### config.mk
export PLATFORM = sky130hd
export DESIGN_NAME = xbus_ctrl
export DESIGN_NICKNAME = d
export VERILOG_FILES = /design/src/rtl/xbus_pkg.sv /design/src/rtl/xbus_sector_sel.sv /design/src/rtl/xbus_keeper.sv /design/src/rtl/xbus_ctrl.sv
export SDC_FILE = /design/constraint.sdc
export NUM_CORES = 1
export LEC_CHECK = 0
export ABC_AREA = 1
export BUFFER_PORTS_ARGS = -buffer_cell sky130_fd_sc_hd__clkbuf_2
export CAP_MARGIN = 20
export CORE_MARGIN = 3
export CORE_UTILIZATION = 50
export CTS_BUF_LIST = sky130_fd_sc_hd__clkbuf_4 sky130_fd_sc_hd__clkbuf_8
export CTS_CLUSTER_DIAMETER = 150
export DETAILED_ROUTE_END_ITERATION = 16
export PLACE_DENSITY = 0.81
export SLEW_MARGIN = 0
export SYNTH_ARGS = -nofsm -noshare
export SYNTH_HDL_FRONTEND = slang
export SYNTH_SLANG_ARGS = --single-unit
### constraint.sdc
create_clock -name clk -period 2.42 [get_ports clk]
set_clock_uncertainty 0.1 [all_clocks]
set_input_delay 0.726 -clock clk [delete_from_list [all_inputs] [get_ports clk]]
set_output_delay 0.726 -clock clk [all_outputs]
set_load 0.05 [all_outputs]
### src/rtl/xbus_pkg.sv
package xbus_pkg;
    typedef enum logic [2:0] {
        ST_IDLE,
        ST_ADDR,
        ST_STRB,
        ST_HOLD,
        ST_TAIL
    } xb_state_t;
endpackage

### src/rtl/xbus_sector_sel.sv
module xbus_sector_sel #(
    parameter int SW  = 3,
    parameter int WSW = 2
) (
    input  logic [SW-1:0]  a_top,
    input  logic [SW-1:0]  bnd,
    input  logic [WSW-1:0] ws_lo,
    input  logic [WSW-1:0] ws_hi,
    output logic [WSW-1:0] ws_sel
);
    logic upper;

    always_comb begin
        upper  = (a_top >= bnd);
        ws_sel = upper ? ws_hi : ws_lo;
    end
endmodule

### src/rtl/xbus_keeper.sv
module xbus_keeper #(
    parameter int DW = 8
) (
    input  logic          clk,
    input  logic          rst_n,
    input  logic          keep_en,
    input  logic          drv_oe,
    input  logic [DW-1:0] drv_val,
    input  logic          smp_en,
    input  logic [DW-1:0] smp_val,
    output logic [DW-1:0] ad_o,
    output logic          ad_keep
);
    logic [DW-1:0] last_q;

    always_ff @(posedge clk or negedge rst_n) begin
        if (!rst_n) begin
            last_q <= '0;
        end else if (drv_oe) begin
            last_q <= drv_val;
        end else if (smp_en) begin
            last_q <= smp_val;
        end
    end

    always_comb begin
        ad_o    = drv_oe ? drv_val : last_q;
        ad_keep = keep_en & ~drv_oe;
    end

    AST_KEEP_HOLD: assert property (@(posedge clk) disable iff (!rst_n)
        (!drv_oe && $past(!drv_oe) && $past(!smp_en)) |-> $stable(ad_o));
endmodule

### src/rtl/xbus_ctrl.sv
module xbus_ctrl
    import xbus_pkg::*;
#(
    parameter int AW  = 16,
    parameter int DW  = 8,
    parameter int SW  = 3,
    parameter int WSW = 2
) (
    input  logic           clk,
    input  logic           rst_n,
    input  logic           req,
    input  logic           we,
    input  logic [AW-1:0]  addr,
    input  logic [DW-1:0]  wdata,
    output logic [DW-1:0]  rdata,
    output logic           done,
    input  logic [SW-1:0]  sec_bnd,
    input  logic [WSW-1:0] ws_lo,
    input  logic [WSW-1:0] ws_hi,
    input  logic           keep_en,
    input  logic [DW-1:0]  pu_bits,
    output logic           ale,
    output logic           rd_n,
    output logic           wr_n,
    output logic [AW-DW-1:0] a_hi,
    output logic [DW-1:0]  ad_o,
    output logic           ad_oe,
    output logic           ad_keep,
    input  logic [DW-1:0]  ad_i,
    output logic [DW-1:0]  ad_pu
);
    localparam int HW = AW - DW;

    xb_state_t       state, nstate;
    logic [AW-1:0]   addr_q;
    logic            we_q;
    logic [DW-1:0]   wd_q;
    logic [WSW-1:0]  ws_q;
    logic [WSW-1:0]  cnt_q;
    logic [DW-1:0]   rdata_q;
    logic [WSW-1:0]  ws_sel;
    logic            accept;
    logic            strb_last;
    logic            smp_en;
    logic            drv_oe;
    logic [DW-1:0]   drv_val;

    xbus_sector_sel #(.SW(SW), .WSW(WSW)) u_sel (
        .a_top  (addr[AW-1 -: SW]),
        .bnd    (sec_bnd),
        .ws_lo  (ws_lo),
        .ws_hi  (ws_hi),
        .ws_sel (ws_sel)
    );

    always_comb begin
        accept    = req && (state == ST_IDLE || state == ST_TAIL);
        strb_last = (state == ST_STRB) && (cnt_q == '0);
        smp_en    = strb_last && !we_q;
    end

    // next-state logic
    always_comb begin
        nstate = state;
        unique case (state)
            ST_IDLE: if (req) nstate = ST_ADDR;
            ST_ADDR: nstate = ST_STRB;
            ST_STRB: begin
                if (cnt_q == '0) begin
                    nstate = (ws_q == '1) ? ST_HOLD : ST_TAIL;
                end
            end
            ST_HOLD: nstate = ST_TAIL;
            ST_TAIL: nstate = req ? ST_ADDR : ST_IDLE;
            default: nstate = ST_IDLE;
        endcase
    end

    // state register and access context
    always_ff @(posedge clk or negedge rst_n) begin
        if (!rst_n) begin
            state   <= ST_IDLE;
            addr_q  <= '0;
            we_q    <= 1'b0;
            wd_q    <= '0;
            ws_q    <= '0;
            cnt_q   <= '0;
            rdata_q <= '0;
        end else begin
            state <= nstate;
            if (accept) begin
                addr_q <= addr;
                we_q   <= we;
                wd_q   <= wdata;
                ws_q   <= ws_sel;
            end
            if (state == ST_ADDR) begin
                cnt_q <= ws_q;
            end else if (state == ST_STRB && cnt_q != '0) begin
                cnt_q <= cnt_q - 1'b1;
            end
            if (smp_en) begin
                rdata_q <= ad_i;
            end
        end
    end

    // outputs
    always_comb begin
        ale     = (state == ST_ADDR);
        rd_n    = !((state == ST_STRB) && !we_q);
        wr_n    = !((state == ST_STRB) && we_q);
        done    = (state == ST_TAIL);
        drv_oe  = (state == ST_ADDR) || ((state == ST_STRB) && we_q);
        drv_val = (state == ST_ADDR) ? addr_q[DW-1:0] : wd_q;
        a_hi    = addr_q[AW-1 -: HW];
        rdata   = rdata_q;
        ad_oe   = drv_oe;
        ad_pu   = pu_bits;
    end

    xbus_keeper #(.DW(DW)) u_keep (
        .clk     (clk),
        .rst_n   (rst_n),
        .keep_en (keep_en),
        .drv_oe  (drv_oe),
        .drv_val (drv_val),
        .smp_en  (smp_en),
        .smp_val (ad_i),
        .ad_o    (ad_o),
        .ad_keep (ad_keep)
    );

    AST_STROBE_EXCL: assert property (@(posedge clk) disable iff (!rst_n)
        !(!rd_n && !wr_n));
    AST_ALE_NO_STROBE: assert property (@(posedge clk) disable iff (!rst_n)
        ale |-> (rd_n && wr_n && ad_oe));
    AST_STROBE_AFTER_ALE: assert property (@(posedge clk) disable iff (!rst_n)
        ($fell(rd_n) || $fell(wr_n)) |-> $past(ale));
    AST_READ_RELEASED: assert property (@(posedge clk) disable iff (!rst_n)
        !rd_n |-> !ad_oe);
    AST_WRITE_DRIVEN: assert property (@(posedge clk) disable iff (!rst_n)
        !wr_n |-> ad_oe);
    AST_DONE_SINGLE: assert property (@(posedge clk) disable iff (!rst_n)
        done |=> !done);
    AST_ALE_ONLY_ON_REQ: assert property (@(posedge clk) disable iff (!rst_n)
        ($past(done) && ale) |-> $past(req));
    AST_PULLUP_MIRROR: assert property (@(posedge clk) disable iff (!rst_n)
        ad_pu == pu_bits);
endmodule

**Word-level counts from Yosys, hierarchy flattened**

Index checks and enable logic that the tools add are counted.

- Add/subtract/negate cells: 1
- Magnitude comparators: 1
- Eq/ne operators: 7
- Multiplexer cells: 12
- Bitwise operators: 2
- Reductions and logical operators: 17

Operators by type and width:

| kind | number |
|---|---|
| two-way mux 8 bit | 4 |
| case mux 3 bit (5 select lines) | 1 |
| two-way mux 3 bit | 3 |
| equality test 3 x 2 -> 1 bit (second input constant) | 2 |
| logical AND 1 bit | 6 |
| two-way mux 2 bit | 3 |
| nonzero test 2 bit | 3 |
| != test 2 bit (second input constant) | 2 |
| equality test 3 x 1 -> 1 bit (second input constant) | 1 |
| equality test 3 bit (second input constant) | 1 |
| greater-or-equal comparator 3 bit | 1 |
| logical NOT 1 bit | 3 |
| logical NOT 3 bit | 1 |
| equality test 2 bit (second input constant) | 1 |
| logical NOT 2 bit | 1 |
| logical OR 1 bit | 2 |
| AND reduction 2 bit | 1 |
| subtractor 2 x 1 -> 2 bit (second input constant) | 1 |
| AND 1 bit | 1 |
| two-way mux 1 bit | 1 |
| inverter 1 bit | 1 |

- Register bits: 48
- Input port bits: 52
- Output and inout bits: 38

**Logic depth before layout (Yosys ltp)**

Gate-level depths: netlist (run 1).

- Depth in word-level cells: 5
- Gate-level depth with buffers: 9
- Gate-level depth less buffers: 9

**Modules after synthesis**

Synthesis (run 1) repeated with hierarchy kept, for this count alone.

- Cells, all modules: 326
- Area total of the unflattened synthesis: 2549.9 sq um

Modules (own cells, without submodules):

| module | instances | cells each | area an instance (sq um) | sequential area each (sq um) |
|---|---|---|---|---|
| xbus_ctrl | 1 | 244 | 1978.1 | 1001.0 |
| xbus_keeper | 1 | 63 | 461.7 | 200.2 |
| xbus_sector_sel | 1 | 19 | 110.1 | 0.0 |

**Worst setup path after synthesis (run 1)**

Ideal clock, no wire load.

- Path type: reg-to-output
- Start point: reg state[2]
- End point: out ad_keep
- Arrival time: 1.776 ns
- Data required time: 1.594 ns
- Setup slack: -0.182 ns
- Cell stages (with the launch flop): 8
- Cells stage by stage: dfrtp_1 inv_2 nand2_2 nor2_4 nand2_2 nand2_2 buf_4 nor2_1

- Cells in the longest elaborated chain, start to end: 5
- Elaborated cells between the ends (all ways): 6
- Those cells by class: eq/ne (2); bitwise (2); reduce/logical (2)

Ends and longest elaborated chain:

| what | RTL line | text |
|---|---|---|
| start: declaration | xbus_ctrl.sv:34 | `xb_state_t state, nstate;` |
| start signal: assignment | xbus_ctrl.sv:90 | `state <= nstate;` |
| equality test 3 x 2 -> 1 bit | xbus_ctrl.sv:114 | `drv_oe = (state == ST_ADDR) \|\| ((state == ST_STRB) && we_q);` |
| logical AND 1 bit | xbus_ctrl.sv:114 |  |
| logical OR 1 bit * | xbus_ctrl.sv:114 |  |
| named net ad_oe | xbus_ctrl.sv:27 | `output logic ad_oe,` |
| inverter 1 bit * | xbus_keeper.sv:28 | `ad_keep = keep_en & ~drv_oe;` |
| AND 1 bit * | xbus_keeper.sv:28 |  |
| end: declaration | xbus_ctrl.sv:28 | `output logic ad_keep,` |

Mark *: on every way through the listed nets, which the timed path passes. The rest lies on a longest branch.

**Worst setup path in the final report (run 1)**

- Start point: reg state[2]
- End point: out ad_o[6]

- Cells in the longest elaborated chain, start to end: 4
- Elaborated cells between the ends (all ways): 6
- Those cells by class: eq/ne (2); mux (2); reduce/logical (2)

Ends and longest elaborated chain:

| what | RTL line | text |
|---|---|---|
| equality test 3 x 2 -> 1 bit | xbus_ctrl.sv:114 |  |
| logical AND 1 bit | xbus_ctrl.sv:114 |  |
| logical OR 1 bit | xbus_ctrl.sv:114 |  |
| two-way mux 8 bit * | xbus_keeper.sv:27 | `ad_o = drv_oe ? drv_val : last_q;` |
| end: declaration | xbus_ctrl.sv:26 | `output logic [DW-1:0] ad_o,` |

Mark *: on every way between the ends. The rest lies on a longest branch, timed or not.

==> impl_results.md, run 1 <==
- Outcome: finished, violations left
- Failing checks: setup timing
- Hold crit path type: in -> async
- Startpoint Class: flip-flop
- Period utilisation layout: 102%
- Register area: 0.00120 mm2
- Global-route wire length before repair: between 9000 and 10000 um
- CP Data Arrival Time: about 1.7 ns
- Routed WL per cell: 12.0 um
- Max Cap Viol: 0
- Share of layout cells above drive strength 1: 37.7%
- Initial DRT Pass Iterations: 4
- Crit. End Element: output pin
- Chip Height: about 76 um
- Crit path kind: reg -> out
- Worst setup path startpoint: state[2]
- Residual DRC: 0
- Final hold slack: between 0.2 and 0.3 ns
- CP top delay family: buffers and inverters
- Post-DP Area: 0.00279 mm2
- Critical path required time: ~1.6 ns
- Via/cell ratio: 4.76
- I/O Buffers: between 70 and 80
- Initial Util: ~52%
- Period minus WS final: 2.47 ns
- Clk sinks: 48
- Routed via count: between 2k and 2.5k
- Number of global-route vias before repair: roughly 2.2k
- Final Util: 67.3%
- Largest net degree at the start of global routing: 31
- Antenna cells: 0
- Seq/Total Area, Yosys: about 48%
- Clock transition at path regs: approximately 0.090 ns
- CTS tree: yes
- I/O pin count: 90
- Routed Antenna Nets: 0
- Max stage delay on crit path: roughly 0.4 ns
- Max clock buf depth: 2
- Yosys cell types: 24
- Cell area after synthesis: roughly 0.0025 mm2
- DP HPWL: ~3900 um
- Worst slew pin tran: about 0.5 ns
- Htree depth: 2
- Placer Congestion: 0.818
- R2R Path End: u_keep.last_q[1]
- Worst Path Buf+Inv: 3
- CTS buffer count: 5
- Synth Warn #: 0
- Setup violations, final: 9
- Final setup margin: -0.0518 ns
- Area of the multi-input gates: approximately 0.0011 mm2
- Site row count: 25
- FF-to-FF path depth: 7
- Slew HR: 66.6%
- Synth Area per Inst: between 7 and 8 um2
- Reg2reg setup slack: a little over 0.7 ns
- Total wire length: about 5500 um
- Maximum VDD drop: a little under 0.8 mV
- Pwr per Cell Area: 1650 mW/mm2
- Die area: 0.00585 mm2
- Worst-path cell chain: inv_2 -> nand3_4 -> buf_4 -> nand2_1 -> nand2_1 -> nand2_2 -> nand2_2 -> clkbuf_8
- Grt ovf: 0
- Synth Net Count: roughly 380
- Cells after Synth: 322
- F_max: approximately 0.4 GHz
- First-iteration detailed-routing DRC count: ~120
- Final hold vios: 0
- Pre-CTS WS: approximately 0.073 ns
- Final #Nets: about 450
- Die width: between 70 and 80 um
- Clock Latency Late Sink: 0.30 ns
- CP Max Fanout: 7
- Layout area overhead: 28.8%
- Number of synthesized register bits: 48
- Final instance area: around 0.0032 mm2
- Tot GR Track Use: approximately a fifth
- Filler Cell Count: between 400 and 500
- CP max-delay cell: dfrtp_1
- Leakage power total: about 1.9 nW
- Initial antenna violation count: 0
- Reg-to-reg startpoint: cnt_q[0]
- Clock root cell: clkbuf_8
- Fin. max-slew vios: 0
- RSZ-0062 raised after global routing: yes
- Core box area: about 0.0048 mm2
logic make-up after synthesis:
logic type	synth area share, %
AND/OR/NAND/NOR	35.4
flip-flops	48.4
buffers and inverters	11.6
adder cells (fa/ha/maj)	2.02
AO/OA/AOI/OAI	2.62
Yosys cell counts:
master | count | share of area [%]
o21ai_0 | 8 | 1.6
inv_4 | 1 | 0.25
nand3_2 | 1 | 0.40
ha_1 | 4 | 2.0
nor3_1 | 1 | 0.20
a21oi_1 | 2 | 0.40
nand2_4 | 1 | 0.45
nor2_1 | 2 | 0.30
nand4_4 | 1 | 0.86
nand3_1 | 4 | 0.81
nand2_2 | 5 | 1.3
clkbuf_1 | 1 | 0.15
inv_1 | 15 | 2.3
nand2_1 | 181 | 27
nor2_4 | 2 | 0.91
inv_2 | 4 | 0.60
nand4_1 | 8 | 2.0
buf_2 | 3 | 0.60
buf_6 | 3 | 1.4
o21ai_1 | 3 | 0.60
buf_4 | 21 | 6.3
dfrtp_1 | 48 | 48
nand3b_1 | 2 | 0.60
nor2_2 | 1 | 0.25
where the power goes:
group | total, mW | internal, mW | switching [mW]
Clock | 0.504 | 0.256 | 0.249
Combinational | 3.33 | 1.12 | 2.21
Sequential | 1.44 | 1.19 | 0.249
layout by cell type, fill, tap and decap left out:
cell type / instances
inv_1: 15
nand2_4: 2
inv_4: 1
clkbuf_8: 8
nand4_4: 1
nand2_8: 1
nand3b_1: 2
o21ai_2: 1
buf_2: 1
dfrtp_2: 1
nand3_1: 4
o21ai_1: 2
clkbuf_16: 1
nand2_1: 151
o21ai_0: 8
inv_8: 2
nor2_1: 1
clkbuf_2: 62
nor2_2: 2
ha_1: 4
clkbuf_4: 4
nand3_4: 1
buf_4: 14
nand4_1: 8
inv_2: 2
nor2_4: 2
nand2_2: 34
a21oi_1: 2
dfrtp_1: 47
nor3_1: 1
buf_12: 2
buf_8: 5
buf_6: 1
per-stage QoR:
stage / total power [mW] / instances / setup TNS, ns
global route: 5.66 / 460 / -1.20
finish: 5.27 / 460 / -0.213
global placement: 4.03 / 438 / 0
floorplan: 3.69 / 322 / 0
CTS: 5.13 / 457 / -0.0860
detailed placement: 4.10 / 438 / 0
state kept, by name, indices dropped and copies added (netlist names):
signal / flops
addr_q: 16
rdata: 8
u_keep.last_q: 8
wd_q: 8
state: 3
cnt_q: 2
ws_q: 2
we_q: 1
worst max-delay path by stage:
stage	end	cells after the start	slack (ns)
global route	ad_o[3]	8	-0.14
finish	ad_o[6]	8	-0.05
detailed placement	ad_o[7]	8	0.07
CTS	ad_o[7]	7	-0.02
floorplan	done	1	0.04
global placement	ad_o[7]	8	0.12
final cells by class:
class,instances,share of cell area [%]
Sequential cell,48,37.6
Multi-Input combinational cell,227,34.6
Timing Repair Buffer,90,19.2
Clock buffer,8,3.05
Inverter,20,2.89
Tap cell,67,2.62
metal layers:
| metal | track usage (%) | vias up | routed length (um) |
|---|---|---|---|
| li1 | - | 1114 | - |
| met1 | 26.1 | 994 | 2410 |
| met2 | 34.2 | 73 | 2790 |
| met3 | 4.73 | 8 | 259 |
| met4 | 5.80 | 0 | 82 |
| met5 | 0 | - | 0 |
what timing repair did:
action                     4_1_cts  5_1_grt
buffers inserted                10        3
gates resized for setup         40       20
gates cloned                     1        0
pin swaps                        3        5
hold buffers                     0        0
setup endpoints to repair       10       11
Note: power is estimated with default switching activity, not from simulation.
==> inputs of run 2 (changes only) <==
--- a/config.mk
+++ b/config.mk
@@ -13,6 +13,7 @@
 export CTS_BUF_LIST = sky130_fd_sc_hd__clkbuf_4 sky130_fd_sc_hd__clkbuf_8
 export CTS_CLUSTER_DIAMETER = 150
 export DETAILED_ROUTE_END_ITERATION = 16
+export GPL_TIMING_DRIVEN = 0
 export PLACE_DENSITY = 0.81
 export SLEW_MARGIN = 0
 export SYNTH_ARGS = -nofsm -noshare
==> run 2 against run 1 <==
The flow still finishes with violations (setup timing). Via count is 8.3% higher. Clock power rose by 14%. Final cell count is 7.2% higher. Count of clock-buffer cells in the layout fell by 2. Critical path depth is 1 higher. Sequential share of layout area down 2.6 points. Final area rose by 7.4%. Highest routed layer unchanged. Worst hold slack got worse by 0.056 ns. Power up 5.3%. Sequential power about the same. Wire length is 6.2% higher.
==> impl_results.md, run 2 (synthesized netlist as in run 1, its figures left out) <==
- Outcome: finished, violations left
- Failing checks: setup timing
- Hold crit path type: in -> async
- Via/cell ratio: 4.81 (+1.1%)
- Worst slew pin tran: 0.445 ns (-0.0565 ns)
- Total wire length: 5880 um (+6.2%)
- Clk pwr share: 10.4% (+0.8 points)
- Chip Height: 76.5 um (unchanged)
- Crit path kind: reg -> out
- First-iteration detailed-routing DRC count: 136 (+9.7%)
- Worst Path Buf+Inv: 4 (+1)
- Top reg by flops: addr_q
- Startpoint Class: flip-flop
- Commonest non-fill, non-tap cell in the layout: nand2_1
- Crit. End Element: output pin
- Site row count: 25 (unchanged)
- Critical path required time: 1.59 ns (about the same)
- Grt ovf: 0 (unchanged)
- Antenna cells: 0 (unchanged)
- Die width: 76.5 um (unchanged)
- Sw Share: 49.8% (-1.6 points)
- Clk sinks: 48 (unchanged)
- Period utilisation layout: 100% (-2.0 points)
- Initial DRT Pass Iterations: 5 (+1)
- Sequential share of power: 25.6% (-1.7 points)
- CP top delay family: buffers and inverters
- Final #Nets: 481 (+7.4%)
- Maximum VDD drop: 0.921 mV (+19%)
- Leakage power total: 2.01 nW (+8.5%)
- R2R Path End: u_keep.last_q[6]
- Global-route wire length before repair: 9690 um (+0.35%)
- Filler Cell Count: 374 (-12%)
- Clock root cell: clkbuf_8
- CP Max Fanout: 5 (-2)
- I/O pin count: 90 (unchanged)
- Max Cap Viol: 0 (unchanged)
- RSZ-0062 raised after global routing: yes
- Layout area overhead: 38.4%
- Slew HR: 70.3% (+3.8 points)
- DP HPWL: 4100 um (+4.9%)
- Crit path top cell by count: nand2_2
- Final hold slack: 0.216 ns (-0.0558 ns)
- Comb power frac: 64.0% (+0.8 points)
- Most frequent cells in the layout: nand2_1, clkbuf_2, dfrtp_1, buf_4, nand2_2
- Reg-to-reg startpoint: cnt_q[0]
- Pre-CTS WS: 0.133 ns (+0.0600 ns)
- Worst-path cell chain: inv_2 -> nand3_4 -> inv_4 -> buf_6 -> nand2_2 -> nand2_2 -> nand2_2 -> nand2_2 -> clkbuf_16
- Switching power: 2.76 mW (+2.0%)
- Residual DRC: 0 (unchanged)
- Core box area: 0.00475 mm2 (unchanged)
- Max stage delay on crit path: 0.44 ns (+0.04 ns)
- CP Data Arrival Time: 1.60 ns (-0.05 ns)
- I/O Buffers: 81 (+11%)
- Routed via count: 2371 (+8.3%)
- Routed WL per cell: 11.9 um (-0.92%)
- Setup violations, final: 1 (-8)
- Pwr per Cell Area: 1620 mW/mm2 (-2.0%)
- Final setup margin: -0.00328 ns (+0.0486 ns)
- Largest net degree at the start of global routing: 37 (+19%)
- Routed Antenna Nets: 0 (unchanged)
- Clock Latency Late Sink: 0.29 ns (about the same)
- CTS tree: yes
- Tot GR Track Use: 20.6% (+0.30 points)
- Period minus WS final: 2.42 ns (-0.0486 ns)
- Fin. max-slew vios: 0 (unchanged)
- Max clock buf depth: 2 (unchanged)
- Final hold vios: 0 (unchanged)
- Htree depth: 2 (unchanged)
- Initial antenna violation count: 0 (unchanged)
- Share of layout cells above drive strength 1: 41.5% (+3.9 points)
- Placer Congestion: 0.754 (-7.7%)
- Die area: 0.00585 mm2 (unchanged)
- Int Pwr: 2.79 mW (+8.8%)
- Clock transition at path regs: 0.09 ns (about the same)
- Reg2reg setup slack: 0.81 ns (+0.10 ns)
- FF-to-FF path depth: 9 (+2)
- Largest register FFs: 16 (unchanged)
- CTS buffer count: 5 (unchanged)
- Number of global-route vias before repair: 2140 (-1.1%)
- Initial Util: 52.2% (unchanged)
- CP max-delay cell: dfrtp_2
- F_max: 0.413 GHz (+2.0%)
## run 2: changes by cell type in the layout (fill, tap and decap cells not counted), moves of 2 or more
| cell | change |
|---|---|
| buf_2 | +3 |
| buf_4 | +18 |
| buf_6 | +5 |
| clkbuf_16 | +2 |
| clkbuf_2 | +8 |
| clkbuf_8 | -3 |
| inv_4 | +2 |
| inv_8 | -2 |
| nand2_1 | +4 |
| nand2_2 | -6 |
| nand2_4 | +2 |
## run 2: routing by layer
layer,wire length [um],global-route usage [%],vias up,part of all wire [%]
met5,0,0,-,0
met4,119,8.33,0,2.0
met3,368,4.37,11,6.3
met2,2950,33.8,88,50
met1,2450,26.4,1094,42
li1,-,-,1178,-
## run 2: worst max path at each step
stage	start	endpoint	slack [ns]	cells after the start
floorplan	state[0]	done	0.04	1
global route	state[1]	ad_o[7]	-0.11	9
finish	state[1]	ad_o[6]	-0.003	9
detailed placement	state[2]	ad_o[7]	0.13	9
CTS	state[1]	ad_o[7]	-0.02	9
global placement	state[2]	ad_o[7]	0.16	9
## run 2: power by group through the flow
stage | Clock, mW | Sequential (mW) | Combinational (mW)
2_1_floorplan | 0 | 1.62 | 2.07
3_3_place_gp | 0 | 1.41 | 2.83
3_5_place_dp | 0 | 1.42 | 2.88
4_1_cts | 0.588 | 1.41 | 3.36
5_1_grt | 0.623 | 1.47 | 3.82
6_report | 0.576 | 1.42 | 3.55
## run 2: area by class of cell
class                   count  area, um2  share of cell area, %
inverters                  20       82.6                   2.40
multi-input cells         226       1090                   31.7
plain buffers              27        206                   6.01
clock inverters             2       35.0                   1.02
well taps                  67       83.8                   2.44
flip-flops and latches     48       1200                   35.0
repair buffers             97        661                   19.2
clock buffers               6       76.3                   2.22
## run 2: timing repair
action                                  CTS  global route
hold buffers                              0             0
endpoints found under the setup margin   10            12
pin swaps                                 5            14
resized for setup                        37            25
hold endpoints to repair                  0             0
cloned                                    2             0
setup buffers                             9             4
## run 2: through the flow
step | power (mW) | TNS, ns | cells | utilization (%) | area (um2)
after floorplan | 3.69 | 0 | 322 | - | 2510
after global placement | 4.23 | 0 | 470 | 63.0 | 3000
after detailed placement | 4.31 | 0 | 471 | 63.4 | 3020
after CTS | 5.37 | -0.0810 | 489 | 70.5 | 3350
after global routing | 5.91 | -0.701 | 493 | 72.3 | 3440
final | 5.55 | -0.00328 | 493 | 72.3 | 3440
==> inputs of run 3 (changes only) <==
--- a/config.mk
+++ b/config.mk
@@ -6,7 +6,7 @@
 export NUM_CORES = 1
 export LEC_CHECK = 0
 export ABC_AREA = 1
-export BUFFER_PORTS_ARGS = -buffer_cell sky130_fd_sc_hd__clkbuf_2
+export BUFFER_PORTS_ARGS = -buffer_cell sky130_fd_sc_hd__buf_2
 export CAP_MARGIN = 20
 export CORE_MARGIN = 3
 export CORE_UTILIZATION = 50
==> run 3 against run 2 <==
Global-route usage is 0.10 points higher. Final area fell by 3.0%. Critical endpoint unchanged. Sequential share of layout area grew 1.0 points. Final cell count decreased by 0.61%. First-iteration DRC count is 8.1% lower. The flow still finishes with violations (setup timing). Die area unchanged. Via count down 4.3%. Wire length is 2.7% lower. Sequential cell count unchanged. Largest cell class unchanged.
==> impl_results.md, run 3 (synthesized netlist as in run 1, its figures left out) <==
- Clock transition at path regs: 0.08 ns (about the same)
- Chip Height: 76.5 um (unchanged)
- Via/cell ratio: 4.63 (-3.7%)
- Max Cap Viol: 0 (unchanged)
- GRT met2 Usage: 34.9% (+1.1 points)
- F_max: 0.411 GHz (-0.43%)
- Clock Latency Late Sink: 0.30 ns (about the same)
- Met3 Usage GRT: 4.73% (+0.35 points)
- DP HPWL: 4130 um (+0.82%)
- Pre-CTS WS: 0.139 ns (+0.00552 ns)
- Hold crit path type: in -> async
- Worst-path cell chain: inv_2 -> nand3_4 -> buf_4 -> nand2_4 -> buf_6 -> nand2_2 -> nand2_2 -> buf_8
- Worst slew pin tran: 0.448 ns (+0.00265 ns)
- Number of global-route vias before repair: 2238 (+4.6%)
- Final hold vios: 0 (unchanged)
- Final instance area: 0.00333 mm2 (-3.0%)
- Reg-to-reg startpoint: state[1]
- Worst Path Buf+Inv: 4 (unchanged)
- Leakage power total: 1.96 nW (-2.6%)
- Max clock buf depth: 2 (unchanged)
- Site row count: 25 (unchanged)
- Die width: 76.5 um (unchanged)
- Crit path top cell by count: nand2_2
- Routed Antenna Nets: 0 (unchanged)
- Slew HR: 70.1% (-0.18 points)
- Total wire length: 5720 um (-2.7%)
- Clk sinks: 48 (unchanged)
- RSZ-0062 raised after global routing: yes
- Total chip power: 5.30 mW (-4.6%)
- Most frequent cells in the layout: nand2_1, buf_2, dfrtp_1, buf_4, nand2_2
- Critical path required time: 1.59 ns (about the same)
- CTS tree: yes
- Period minus WS final: 2.43 ns (+0.0105 ns)
- CTS buffer count: 5 (unchanged)
- Period utilisation layout: 101% (+0.43 points)
- Met1 Resource Use GR: 26.1% (-0.31 points)
- Routed WL per cell: 11.7 um (-2.1%)
- Top reg by flops: addr_q
- I/O Buffers: 81 (unchanged)
- Pwr per Cell Area: 1590 mW/mm2 (-1.7%)
- Routed via count: 2269 (-4.3%)
- Setup TNS: -0.0354 ns (-0.0321 ns)
- Fin. max-slew vios: 0 (unchanged)
- First-iteration detailed-routing DRC count: 125 (-8.1%)
- Setup violations, final: 6 (+5)
- Crit. End Element: output pin
- I/O pin count: 90 (unchanged)
- Final hold slack: 0.262 ns (+0.0459 ns)
- Htree depth: 2 (unchanged)
- CP max-delay cell: dfrtp_1
- Maximum VDD drop: 0.770 mV (-16%)
- Max stage delay on crit path: 0.42 ns (-0.02 ns)
- Gr busiest metal: met2
- Commonest non-fill, non-tap cell in the layout: nand2_1
- Largest net degree at the start of global routing: 49 (+32%)
- Grt ovf: 0 (unchanged)
- Share of layout cells above drive strength 1: 38.3% (-3.3 points)
- Global-route wire length before repair: 9870 um (+1.8%)
- CP Data Arrival Time: 1.61 ns (about the same)
- Crit path kind: reg -> out
- Clock root cell: clkbuf_8
- Startpoint Class: flip-flop
- Largest register FFs: 16 (unchanged)
- Initial antenna violation count: 0 (unchanged)
- Worst setup path startpoint: state[1]
- Layout area overhead: 34.3%
- Filler Cell Count: 409 (+9.4%)
- Post-DP Area: 0.00300 mm2 (-0.66%)
- Antenna cells: 0 (unchanged)
- Failing checks: setup timing
- Final setup margin: -0.0137 ns (-0.0105 ns)
- Outcome: finished, violations left
- Tot GR Track Use: 20.7% (+0.10 points)
- Residual DRC: 0 (unchanged)
- CP top delay family: buffers and inverters
- Core box area: 0.00475 mm2 (unchanged)
- Initial Util: 52.2% (unchanged)
- Hold Buf Count CTS: 0 (unchanged)
- Placer Congestion: 0.752 (-0.27%)
- CP Max Fanout: 5 (unchanged)
- Initial DRT Pass Iterations: 4 (-1)
- Final #Nets: 478 (-0.62%)
- Die area: 0.00585 mm2 (unchanged)
run 3: changes by cell type in the layout (fill, tap and decap cells not counted), moves of 3 or more:
cell,previous run,this run
clkbuf_2,70,0
buf_2,4,73
nand2_1,155,165
nand2_2,28,19
buf_8,5,8
clkbuf_16,3,0
run 3: power by group:
group	total, mW	internal [mW]	switching, mW
clock	0.506	0.244	0.262
combinational	3.38	1.17	2.21
sequential	1.41	1.19	0.221
run 3: area by class of cell:
type / instances / area (um2) / share of cell area, %
flip-flops and latches: 48 / 1200 / 36.1
multi-input cells: 226 / 1050 / 31.6
repair buffers: 95 / 618 / 18.5
plain buffers: 26 / 195 / 5.85
clock buffers: 7 / 90.1 / 2.70
well taps: 67 / 83.8 / 2.51
inverters: 20 / 82.6 / 2.48
clock inverters: 1 / 7.51 / 0.225
run 3: layer usage:
metal  routed length (um)  up-vias
li1                     -     1171
met1                 2500     1010
met2                 2790       78
met3                  312       10
met4                  112        0
met5                    0        -
run 3: what timing repair did:
item / CTS / global route
pin swaps: 7 / 7
setup buffers: 8 / 4
resized for setup: 36 / 12
setup endpoints to repair: 9 / 11
cloned: 1 / 0
run 3: worst paths after layout:
| path | slack (ns) | to | cells past startpoint |
|---|---|---|---|
| max in group asynchronous | 1.45 | state[0] | 2 |
| max | -0.01 | ad_o[6] | 8 |
| max reg2reg | 0.84 | addr_q[8] | 8 |
| min reg2reg | 0.37 | rdata[4] | 2 |
| min in group clk | 0.37 | rdata[4] | 2 |
| min | 0.26 | addr_q[13] | 1 |
run 3: metrics by stage:
stage                     cells  utilization [%]
final                       490             70.1
after global routing        490             70.1
after CTS                   486             68.7
after detailed placement    470             63.0
after global placement      470             63.0
after floorplan             322                -
